**src/rtl/pwm2_pkg.sv**
```systemverilog
package pwm2_pkg;
  localparam int NCH    = 2;
  localparam int ADDR_W = 3;
  localparam int LF_W   = 2;
  localparam int CTRL_W = 8;

  localparam logic [ADDR_W-1:0] A_CTRL = 3'd0;
  localparam logic [ADDR_W-1:0] A_PER  = 3'd1;
  localparam logic [ADDR_W-1:0] A_DTY0 = 3'd2;
  localparam logic [ADDR_W-1:0] A_DTY1 = 3'd3;
  localparam logic [ADDR_W-1:0] A_ARM  = 3'd4;

  // control byte field positions
  localparam int LF_LSB  = 6;
  localparam int DIS_LSB = 4;
  localparam int POL_LSB = 2;

  localparam logic [CTRL_W-1:0] CTRL_RST = 8'h0C;
endpackage

```
**src/rtl/pwm2_regs.sv**
```systemverilog
module pwm2_regs
  import pwm2_pkg::*;
#(
  parameter int DATA_W  = 8,
  parameter int PER_RST = 10
) (
  input  logic                         clk,
  input  logic                         rst,
  input  logic                         wr_en,
  input  logic [ADDR_W-1:0]            addr,
  input  logic [DATA_W-1:0]            wdata,
  input  logic                         xfer_i,
  output logic [CTRL_W-1:0]            ctrl_q,
  output logic [DATA_W-1:0]            per_b,
  output logic [NCH-1:0][DATA_W-1:0]   duty_b,
  output logic                         arm_q,
  output logic [DATA_W-1:0]            rdata
);
  logic [DATA_W-1:0] rd_mux;
  logic              arm_wr;

  assign arm_wr = wr_en && (addr == A_ARM);

  always_ff @(posedge clk) begin
    if (rst) begin
      ctrl_q <= CTRL_RST;
      per_b  <= DATA_W'(PER_RST);
      duty_b <= '0;
    end else if (wr_en) begin
      case (addr)
        A_CTRL: ctrl_q    <= wdata[CTRL_W-1:0];
        A_PER:  per_b     <= wdata;
        A_DTY0: duty_b[0] <= wdata;
        A_DTY1: duty_b[1] <= wdata;
        default: ;
      endcase
    end
  end

  // software write outranks the hardware clear
  always_ff @(posedge clk) begin
    if (rst)         arm_q <= 1'b0;
    else if (arm_wr) arm_q <= wdata[0];
    else if (xfer_i) arm_q <= 1'b0;
  end

  always_comb begin
    case (addr)
      A_CTRL:  rd_mux = DATA_W'(ctrl_q);
      A_PER:   rd_mux = per_b;
      A_DTY0:  rd_mux = duty_b[0];
      A_DTY1:  rd_mux = duty_b[1];
      A_ARM:   rd_mux = DATA_W'(arm_q);
      default: rd_mux = '0;
    endcase
  end

  always_ff @(posedge clk) begin
    if (rst) rdata <= '0;
    else     rdata <= rd_mux;
  end

  assert_arm_write_wins_R9: assert property (@(posedge clk) disable iff (rst)
    arm_wr |=> (arm_q == $past(wdata[0])));

  assert_ctrl_buffered_R5: assert property (@(posedge clk) disable iff (rst)
    (wr_en && addr == A_CTRL) |=> (ctrl_q == $past(wdata[CTRL_W-1:0])));
endmodule

```
**src/rtl/pwm2_sched.sv**
```systemverilog
module pwm2_sched
  import pwm2_pkg::*;
#(
  parameter int DATA_W  = 8,
  parameter int PER_RST = 10
) (
  input  logic                         clk,
  input  logic                         rst,
  input  logic [LF_W-1:0]              lf_b,
  input  logic                         arm_i,
  input  logic [DATA_W-1:0]            per_b,
  input  logic [NCH-1:0][DATA_W-1:0]   duty_b,
  output logic                         xfer_o,
  output logic [DATA_W-1:0]            cnt_o,
  output logic [NCH-1:0][DATA_W-1:0]   duty_w
);
  localparam int MAX_IV = 1 << ((1 << LF_W) - 1);
  localparam int CYC_W  = $clog2(MAX_IV);

  logic [DATA_W-1:0] cnt_q;
  logic [DATA_W-1:0] per_w;
  logic [LF_W-1:0]   lf_w;
  logic [CYC_W-1:0]  cyc_q;
  logic [CYC_W-1:0]  iv_last;
  logic              per_end;
  logic              reload;

  always_comb begin
    iv_last = CYC_W'((32'd1 << lf_w) - 32'd1);
    per_end = (per_w == '0) || (cnt_q == per_w - DATA_W'(1));
    reload  = per_end && (cyc_q == iv_last);
  end

  assign xfer_o = reload && arm_i;
  assign cnt_o  = cnt_q;

  // edge-aligned period counter
  always_ff @(posedge clk) begin
    if (rst)          cnt_q <= '0;
    else if (per_end) cnt_q <= '0;
    else              cnt_q <= cnt_q + DATA_W'(1);
  end

  // completed-cycle counter and interval adoption
  always_ff @(posedge clk) begin
    if (rst) begin
      cyc_q <= '0;
      lf_w  <= '0;
    end else if (reload) begin
      cyc_q <= '0;
      lf_w  <= lf_b;
    end else if (per_end) begin
      cyc_q <= cyc_q + CYC_W'(1);
    end
  end

  // armed transfer of period and duty
  always_ff @(posedge clk) begin
    if (rst) begin
      per_w  <= DATA_W'(PER_RST);
      duty_w <= '0;
    end else if (xfer_o) begin
      per_w  <= per_b;
      duty_w <= duty_b;
    end
  end

  assert_cnt_in_period_R2: assert property (@(posedge clk) disable iff (rst)
    (per_w != '0) |-> (cnt_q < per_w));

  assert_cyc_bound_R3: assert property (@(posedge clk) disable iff (rst)
    cyc_q <= iv_last);

  assert_lf_hold_R4: assert property (@(posedge clk) disable iff (rst)
    !reload |=> $stable(lf_w));

  assert_working_hold_R6: assert property (@(posedge clk) disable iff (rst)
    !xfer_o |=> ($stable(per_w) && $stable(duty_w)));
endmodule

```
**src/rtl/pwm2_chan.sv**
```systemverilog
module pwm2_chan #(
  parameter int DATA_W = 8
) (
  input  logic              clk,
  input  logic              rst,
  input  logic [DATA_W-1:0] cnt_i,
  input  logic [DATA_W-1:0] duty_i,
  input  logic              dis_i,
  input  logic              pol_i,
  output logic              out_q
);
  logic active;

  assign active = (cnt_i < duty_i) && !dis_i;

  // reset level: inactive under positive polarity
  always_ff @(posedge clk) begin
    if (rst) out_q <= 1'b0;
    else     out_q <= active ? pol_i : ~pol_i;
  end

  assert_disabled_inactive_R7: assert property (@(posedge clk) disable iff (rst)
    dis_i |=> (out_q == ~$past(pol_i)));

  assert_zero_duty_inactive_R8: assert property (@(posedge clk) disable iff (rst)
    (duty_i == '0) |=> (out_q == ~$past(pol_i)));
endmodule

```
**src/rtl/pwm2_reload_top.sv**
```systemverilog
module pwm2_reload_top
  import pwm2_pkg::*;
#(
  parameter int DATA_W  = 8,
  parameter int PER_RST = 10
) (
  input  logic              clk,
  input  logic              rst,
  input  logic              wr_en,
  input  logic [2:0]        addr,
  input  logic [DATA_W-1:0] wdata,
  output logic [DATA_W-1:0] rdata,
  output logic [1:0]        pwm_out
);
  logic [CTRL_W-1:0]          ctrl_q;
  logic [DATA_W-1:0]          per_b;
  logic [NCH-1:0][DATA_W-1:0] duty_b;
  logic [NCH-1:0][DATA_W-1:0] duty_w;
  logic [DATA_W-1:0]          cnt;
  logic                       arm_q;
  logic                       xfer;

  pwm2_regs #(.DATA_W(DATA_W), .PER_RST(PER_RST)) u_regs (
    .clk(clk), .rst(rst), .wr_en(wr_en), .addr(addr), .wdata(wdata),
    .xfer_i(xfer), .ctrl_q(ctrl_q), .per_b(per_b), .duty_b(duty_b),
    .arm_q(arm_q), .rdata(rdata)
  );

  pwm2_sched #(.DATA_W(DATA_W), .PER_RST(PER_RST)) u_sched (
    .clk(clk), .rst(rst), .lf_b(ctrl_q[LF_LSB +: LF_W]), .arm_i(arm_q),
    .per_b(per_b), .duty_b(duty_b), .xfer_o(xfer), .cnt_o(cnt),
    .duty_w(duty_w)
  );

  for (genvar ch = 0; ch < NCH; ch++) begin : g_chan
    pwm2_chan #(.DATA_W(DATA_W)) u_chan (
      .clk(clk), .rst(rst), .cnt_i(cnt), .duty_i(duty_w[ch]),
      .dis_i(ctrl_q[DIS_LSB + ch]), .pol_i(ctrl_q[POL_LSB + ch]),
      .out_q(pwm_out[ch])
    );
  end

  assert_arm_clears_R6: assert property (@(posedge clk) disable iff (rst)
    (xfer && !(wr_en && addr == A_ARM)) |=> !arm_q);
endmodule

```
**config.mk**
```make
export PLATFORM = sky130hd
export DESIGN_NAME = pwm2_reload_top
export DESIGN_NICKNAME = d
export VERILOG_FILES = /design/src/rtl/pwm2_pkg.sv /design/src/rtl/pwm2_regs.sv /design/src/rtl/pwm2_sched.sv /design/src/rtl/pwm2_chan.sv /design/src/rtl/pwm2_reload_top.sv
export SDC_FILE = /design/constraint.sdc
export NUM_CORES = 1
export LEC_CHECK = 0
export ABC_AREA = 1
export BUFFER_PORTS_ARGS = -buffer_cell sky130_fd_sc_hd__buf_2
export CAP_MARGIN = 10
export CORE_UTILIZATION = 35
export CTS_CLUSTER_DIAMETER = 120
export DETAILED_ROUTE_END_ITERATION = 10
export PLACE_DENSITY = 0.5
export SETUP_SLACK_MARGIN = 0.5
export SKIP_LAST_GASP = 1
export SLEW_MARGIN = 20
export SYNTH_ARGS = -nofsm -noshare
export SYNTH_HDL_FRONTEND = slang
export SYNTH_SLANG_ARGS = --single-unit
```
**constraint.sdc**
```tcl
create_clock -name clk -period 2.35 [get_ports clk]
set_input_delay 0.235 -clock clk [delete_from_list [all_inputs] [get_ports clk]]
set_output_delay 0.235 -clock clk [all_outputs]
set_load 0.005 [all_outputs]
```
# Yosys cells after proc, flatten, opt, wreduce, memory -nomap -nowiden

Index checks and enable logic that the tools add are counted.

Multiplexer cells: 5
Bitwise operators: 2
Equality and inequality tests: 6
$lt $le $gt $ge: 2
Reductions and logical operators: 17
Shift-type cells: 1
$add $sub $neg: 4

Operators with widths:

| kind                                                                   | count |
|---|---|
| 8-bit one-hot mux with 5 select lines                                  | 1 |
| 8-bit < comparator                                                     | 2 |
| 8-bit by 1-bit adder with 8-bit output (second input constant)         | 1 |
| 8-bit equality test                                                    | 1 |
| 8-bit zero test                                                        | 1 |
| 2-bit AND reduction                                                    | 4 |
| 8-bit by 1-bit subtractor with 8-bit output (second input constant)    | 1 |
| 3-bit by 2-bit equality test with 1-bit output (second input constant) | 2 |
| 1-bit logical AND                                                      | 5 |
| 1-bit two-way mux                                                      | 4 |
| 2-bit OR reduction                                                     | 2 |
| 3-bit by 1-bit adder with 3-bit output (second input constant)         | 1 |
| 3-bit by 1-bit equality test with 1-bit output (second input constant) | 1 |
| 3-bit equality test                                                    | 1 |
| 3-bit equality test (second input constant)                            | 1 |
| 3-bit zero test                                                        | 1 |
| 1-bit by 2-bit << shifter with 3-bit output (first input constant)     | 1 |
| 3-bit by 1-bit subtractor with 3-bit output (second input constant)    | 1 |
| 1-bit zero test                                                        | 2 |
| 1-bit inverter                                                         | 2 |
| 2-bit nonzero test                                                     | 1 |
| 1-bit logical OR                                                       | 1 |

Bits in registers: 80
Logic and storage cells: 51

# Depth between registers and ports, before layout

Depth after elaboration: 7
Gate-level depth with buffers: 16

# Hierarchy

From an unflattened synthesis, not the netlist that was laid out.

Cells, all modules: 629
Area total of the unflattened synthesis: 4339.2 µm²

Modules (own cells, without submodules):

| module     | seq. area each (µm²) | times used | cells an instance | area an instance (µm²) |
|---|---|---|---|---|
| pwm2_sched | 740.7                | 1          | 317               | 2082.0 |
| pwm2_regs  | 820.8                | 1          | 230               | 1744.2 |
| pwm2_chan  | 20.0                 | 2          | 41                | 256.5 |

# Worst setup path before layout

Ideal clock, no wire load.

Path type: register -> register
From: register u_sched.per_w[1]
To: register u_sched.per_w[4]
Period minus slack after synthesis: 1.861 ns
Stages on the path, launching flop included: 17
Data arrival time: 1.751 ns
Setup slack: 0.489 ns
Required time: 2.240 ns
Setup time: 0.110 ns
Cell sequence: dfxtp_1 > inv_1 > ha_1 > nand2_1 > inv_1 > nor2_1 > nand2_1 > nor2_1 > nand3_1 > nor2_1 > nand2_2 > nand2_4 > buf_6 > buf_6 > nand4_1 > nand2_1 > nor2_1

Word-level cells in the longest chain between the ends: 5

Ends and longest elaborated chain:

| element                                     | line             | RTL |
|---|---|---|
| start, declared                             | pwm2_sched.sv:21 | `logic [DATA_W-1:0] per_w;` |
| start signal, assigned                      | pwm2_sched.sv:60 | `per_w <= DATA_W'(PER_RST);` |
| start signal, assigned                      | pwm2_sched.sv:63 | `per_w <= per_b;` |
| 8-bit by 1-bit subtractor with 8-bit output | pwm2_sched.sv:30 | `per_end = (per_w == '0) \|\| (cnt_q == per_w - DATA_W'(1));` |
| 8-bit equality test                         | pwm2_sched.sv:30 |  |
| 1-bit logical OR (*)                        | pwm2_sched.sv:30 |  |
| 1-bit logical AND (*)                       | pwm2_sched.sv:31 | `reload = per_end && (cyc_q == iv_last);` |
| 1-bit logical AND (*)                       | pwm2_sched.sv:34 | `assign xfer_o = reload && arm_i;` |

Every way passes the cells marked *; elsewhere a longest branch is shown, timed or not.
A chain may end at the register's enable or synchronous reset.

# Final worst setup path

From: register u_sched.per_w[0]
To: register u_sched.per_w[7]

The elaborated chain is that of the path after synthesis.

==> results.md <==
- Yosys warning count: 0
- Grt total ovfl: 0
- Antenna Cells: 0
- Internal power: 0.001955 W
- Setup TNS: 0 ps
- Slowest stage cell, crit path: dfxtp_2
- Design Area, Final: 0.004687 mm2
- Startpoint types: flop
- Outcome: completed
- Worst reg-to-reg setup slack: 430 ps
- Via count: 3508
- Clock network power share: 40.0%
- Crit end category: flop
- Net Count, Synth: 583
- VDD IR max: 0.3576 mV
- Std cell rows: 38
- Die X: 108.1 um
- Net Switching: 0.0007198 W
- Area delta synth->final: 18.88%
- Hold/Removal Path Class: in2reg
- # setup viols final: 0
- Routability cong.: 0.7851
- Minimum clock period after layout: 1923 ps
- Worst-Skew Late Latency: 380 ps
- Util after Layout: 43.05%
- Top-area cell type share of the netlist area: 40.62%
- Hold Path Stages: 3
- Drt via density: 4.792
- 1st-iter DRT viols: 107
- Setup ws final: 426.7 ps
- Post-synth top area cell: dfxtp_1
- I/O pin cnt: 24
- Reg power frac: 52.7%
- Worst r2r src: u_sched.per_w[0]
- Ranking of synthesized cells by area: dfxtp_1 41%, nand2_1 9.5%, inv_1 8.8%, nor2_1 5.7%, ha_1 5.4%
- Sw Ratio: 26.91%
- TritonCTS clock tree: done
- Syn_area_per_cell: 7.142 um2
- F_max: 519.9 MHz
- Mapped Cells: 552
- Worst Path Required: 2670 ps
- Initial antenna violation count: 0
- Dpl hpwl: 7184 um
- Max cap viols: 0
- Antenna violation net count after detailed routing: 0
- Final WL: 10290 um
- Placed cell area: 0.004178 mm2
- Reg2Reg Depth: 15
- Gate power share: 7.3%
- Starting Density: 36.21%
- Netlist Area Pre-Place: 0.003943 mm2
- Final Hold Fails: 0
- Number of synthesized flops with an enable pin: 0
- Core ar.: 0.01089 mm2
- RSZ-0062 raised after global routing: yes
- TritonCTS Sinks: 80
- Most used cell, CP: nor2_1
- Tightest Pin Transition: 601.1 ps
- Leakage: 1.978 nW
- WL/cell: 14.06 um
- Cell with the most instances after synthesis: nand2_1
- Fin crit share: 81.84%
- CTS root buf: clkbuf_8
- Hold_buf cts: 0
- Post-synth ARST share: 0%
- Die H: 108.1 um
- Largest net degree at the start of global routing: 25
- CP Class: reg2reg
- Worst path arrival time: 2240 ps
- CTS clock-pin slew for the worst setup and hold paths: 90 ps
- Cell Chain, Critical Path: inv_4, ha_4, nor2_1, nor2_1, nand2_1, nor2_1, nand3_1, nor2_2, nand2_2, nand2_8, buf_12, nand3_4, nand2_2, inv_2, nor2_2
- Slew Viols, Final: 0
- Sequential fraction of the synthesis area: 40.62%
- Router iterations before antenna repair: 4
- CTS max path bufs: 2
- Global-route wire length before repair: 17120 um
- Hold Crit Start: wdata[2]
- Distinct cells, synth: 33
- Max transition margin: 59.87%
- Main flop type after synthesis: dfxtp_1
- I/O Buffers: 23
- Total track usage: 19.62%
- Commonest cells in the netlist: 100 x nand2_1, 92 x inv_1, 80 x dfxtp_1
- Worst Skew: 14.26 ps
- FF-to-FF End: u_sched.per_w[7]
- Vias in the first global route: 3390
- CP peak stage delay: 360 ps
- CP max FO: 6
- Setup WS pre-CTS: 214.7 ps
- H-Tree Depth: 3
- Drt drc: 0
- Die area: 0.01169 mm2
- Ratio of cells with drive above 1 in the final layout: 17.74%
- TritonCTS Buffers: 9
- Pwr dens: 570.6 mW/mm2
- Nets: 618
- Flops & latches, synth: 80
- Hold Path End: u_regs.ctrl_q[2]
[worst max-delay path by stage]
stage                         to              from  slack [ps]
4_1_cts         u_sched.per_w[2]  u_sched.per_w[1]         410
3_5_place_dp   u_sched.duty_w[6]  u_sched.per_w[0]         210
5_1_grt         u_sched.per_w[2]  u_sched.per_w[1]         250
2_1_floorplan   u_sched.per_w[4]  u_sched.per_w[0]         500
3_3_place_gp    u_sched.per_w[1]  u_sched.per_w[0]         240
6_report        u_sched.per_w[7]  u_sched.per_w[0]         430
[through the flow]
| stage | total power [W] | hold WS, ps | cells |
|---|---|---|---|
| 2_1_floorplan | 0.001557 | 361.2 | 552 |
| 3_3_place_gp | 0.001628 | 448.2 | 702 |
| 3_5_place_dp | 0.001629 | 447.1 | 702 |
| 4_1_cts | 0.002706 | 110.9 | 732 |
| 5_1_grt | 0.002802 | 117.2 | 732 |
| 6_report | 0.002674 | 127.8 | 732 |
[critical path: cells and delay by family, from the launching register on]
| family | cells | cell delay, ps |
|---|---|---|
| flops | 1 | 360 |
| buf+inv | 3 | 210 |
| fa+ha+maj | 1 | 260 |
| simple gates | 11 | 1040 |
[final cells by class]
class,instances,area [um2]
Clock buffer,9,123.9
Clock inverter,7,78.83
Fill cell,1131,6201
Inverter,98,370.4
Multi-Input combinational cell,355,1993
Sequential cell,80,1604
Tap cell,140,175.2
Timing Repair Buffer,43,341.6
[state kept, by name, indices dropped and copies added, names as in the netlist]
| signal | count |
|---|---|
| u_sched.per_w | 8 |
| u_regs.arm_q | 1 |
| u_regs.ctrl_q | 8 |
| u_sched.lf_w | 2 |
| g_chan.u_chan.out_q | 2 |
| u_regs.duty_b | 16 |
| u_sched.cnt_o | 8 |
| u_sched.cyc_q | 3 |
| u_regs.per_b | 8 |
| u_regs.rdata | 8 |
| u_sched.duty_w | 16 |
[power groups by stage]
| stage | registers, W | logic, W | clock network [W] |
|---|---|---|---|
| floorplan | 0.00143 | 0.000125 | 0 |
| CTS | 0.00141 | 0.000193 | 0.00110 |
| finish | 0.00141 | 0.000195 | 0.00107 |
| global placement | 0.00144 | 0.000188 | 0 |
| global route | 0.00141 | 0.000225 | 0.00116 |
| detailed placement | 0.00144 | 0.000190 | 0 |
[logic make-up after synthesis]
| family | after synthesis | synth area share (%) |
|---|---|---|
| simple gates | 229 | 25.99 |
| buf+inv | 121 | 12.66 |
| fa+ha+maj | 17 | 5.395 |
| xor+xnor | 8 | 1.777 |
| flops | 80 | 40.62 |
| compound gates | 97 | 13.55 |
[repair_timing]
action	in CTS	in global routing
gates cloned	6	0
setup endpoints to repair	38	38
buffers inserted	8	0
pin swaps	30	26
resized for setup	16	23
[per-layer routing]
metal	global-route usage [%]	wire length, um
met5	0	0
met4	6.654	142
met2	31.71	4708
met1	24.81	5095
met3	5.787	347
[layout by cell type, fill, tap and decap left out, drive strengths merged]
master	count
xnor2	3
nor3	1
o22ai	8
o21a	2
nand2	105
nand4	28
nor2	63
inv	98
buf	43
clkinvlp	2
clkinv	4
dfxtp	80
ha	17
a21oi	40
nor3b	2
nand3b	2
clkbuf	9
o21ai	38
a22oi	1
a221oi	7
nand3	30
bufinv	1
xor2	5
or2	2
a31oi	1
(Power assumes the default switching activity.)
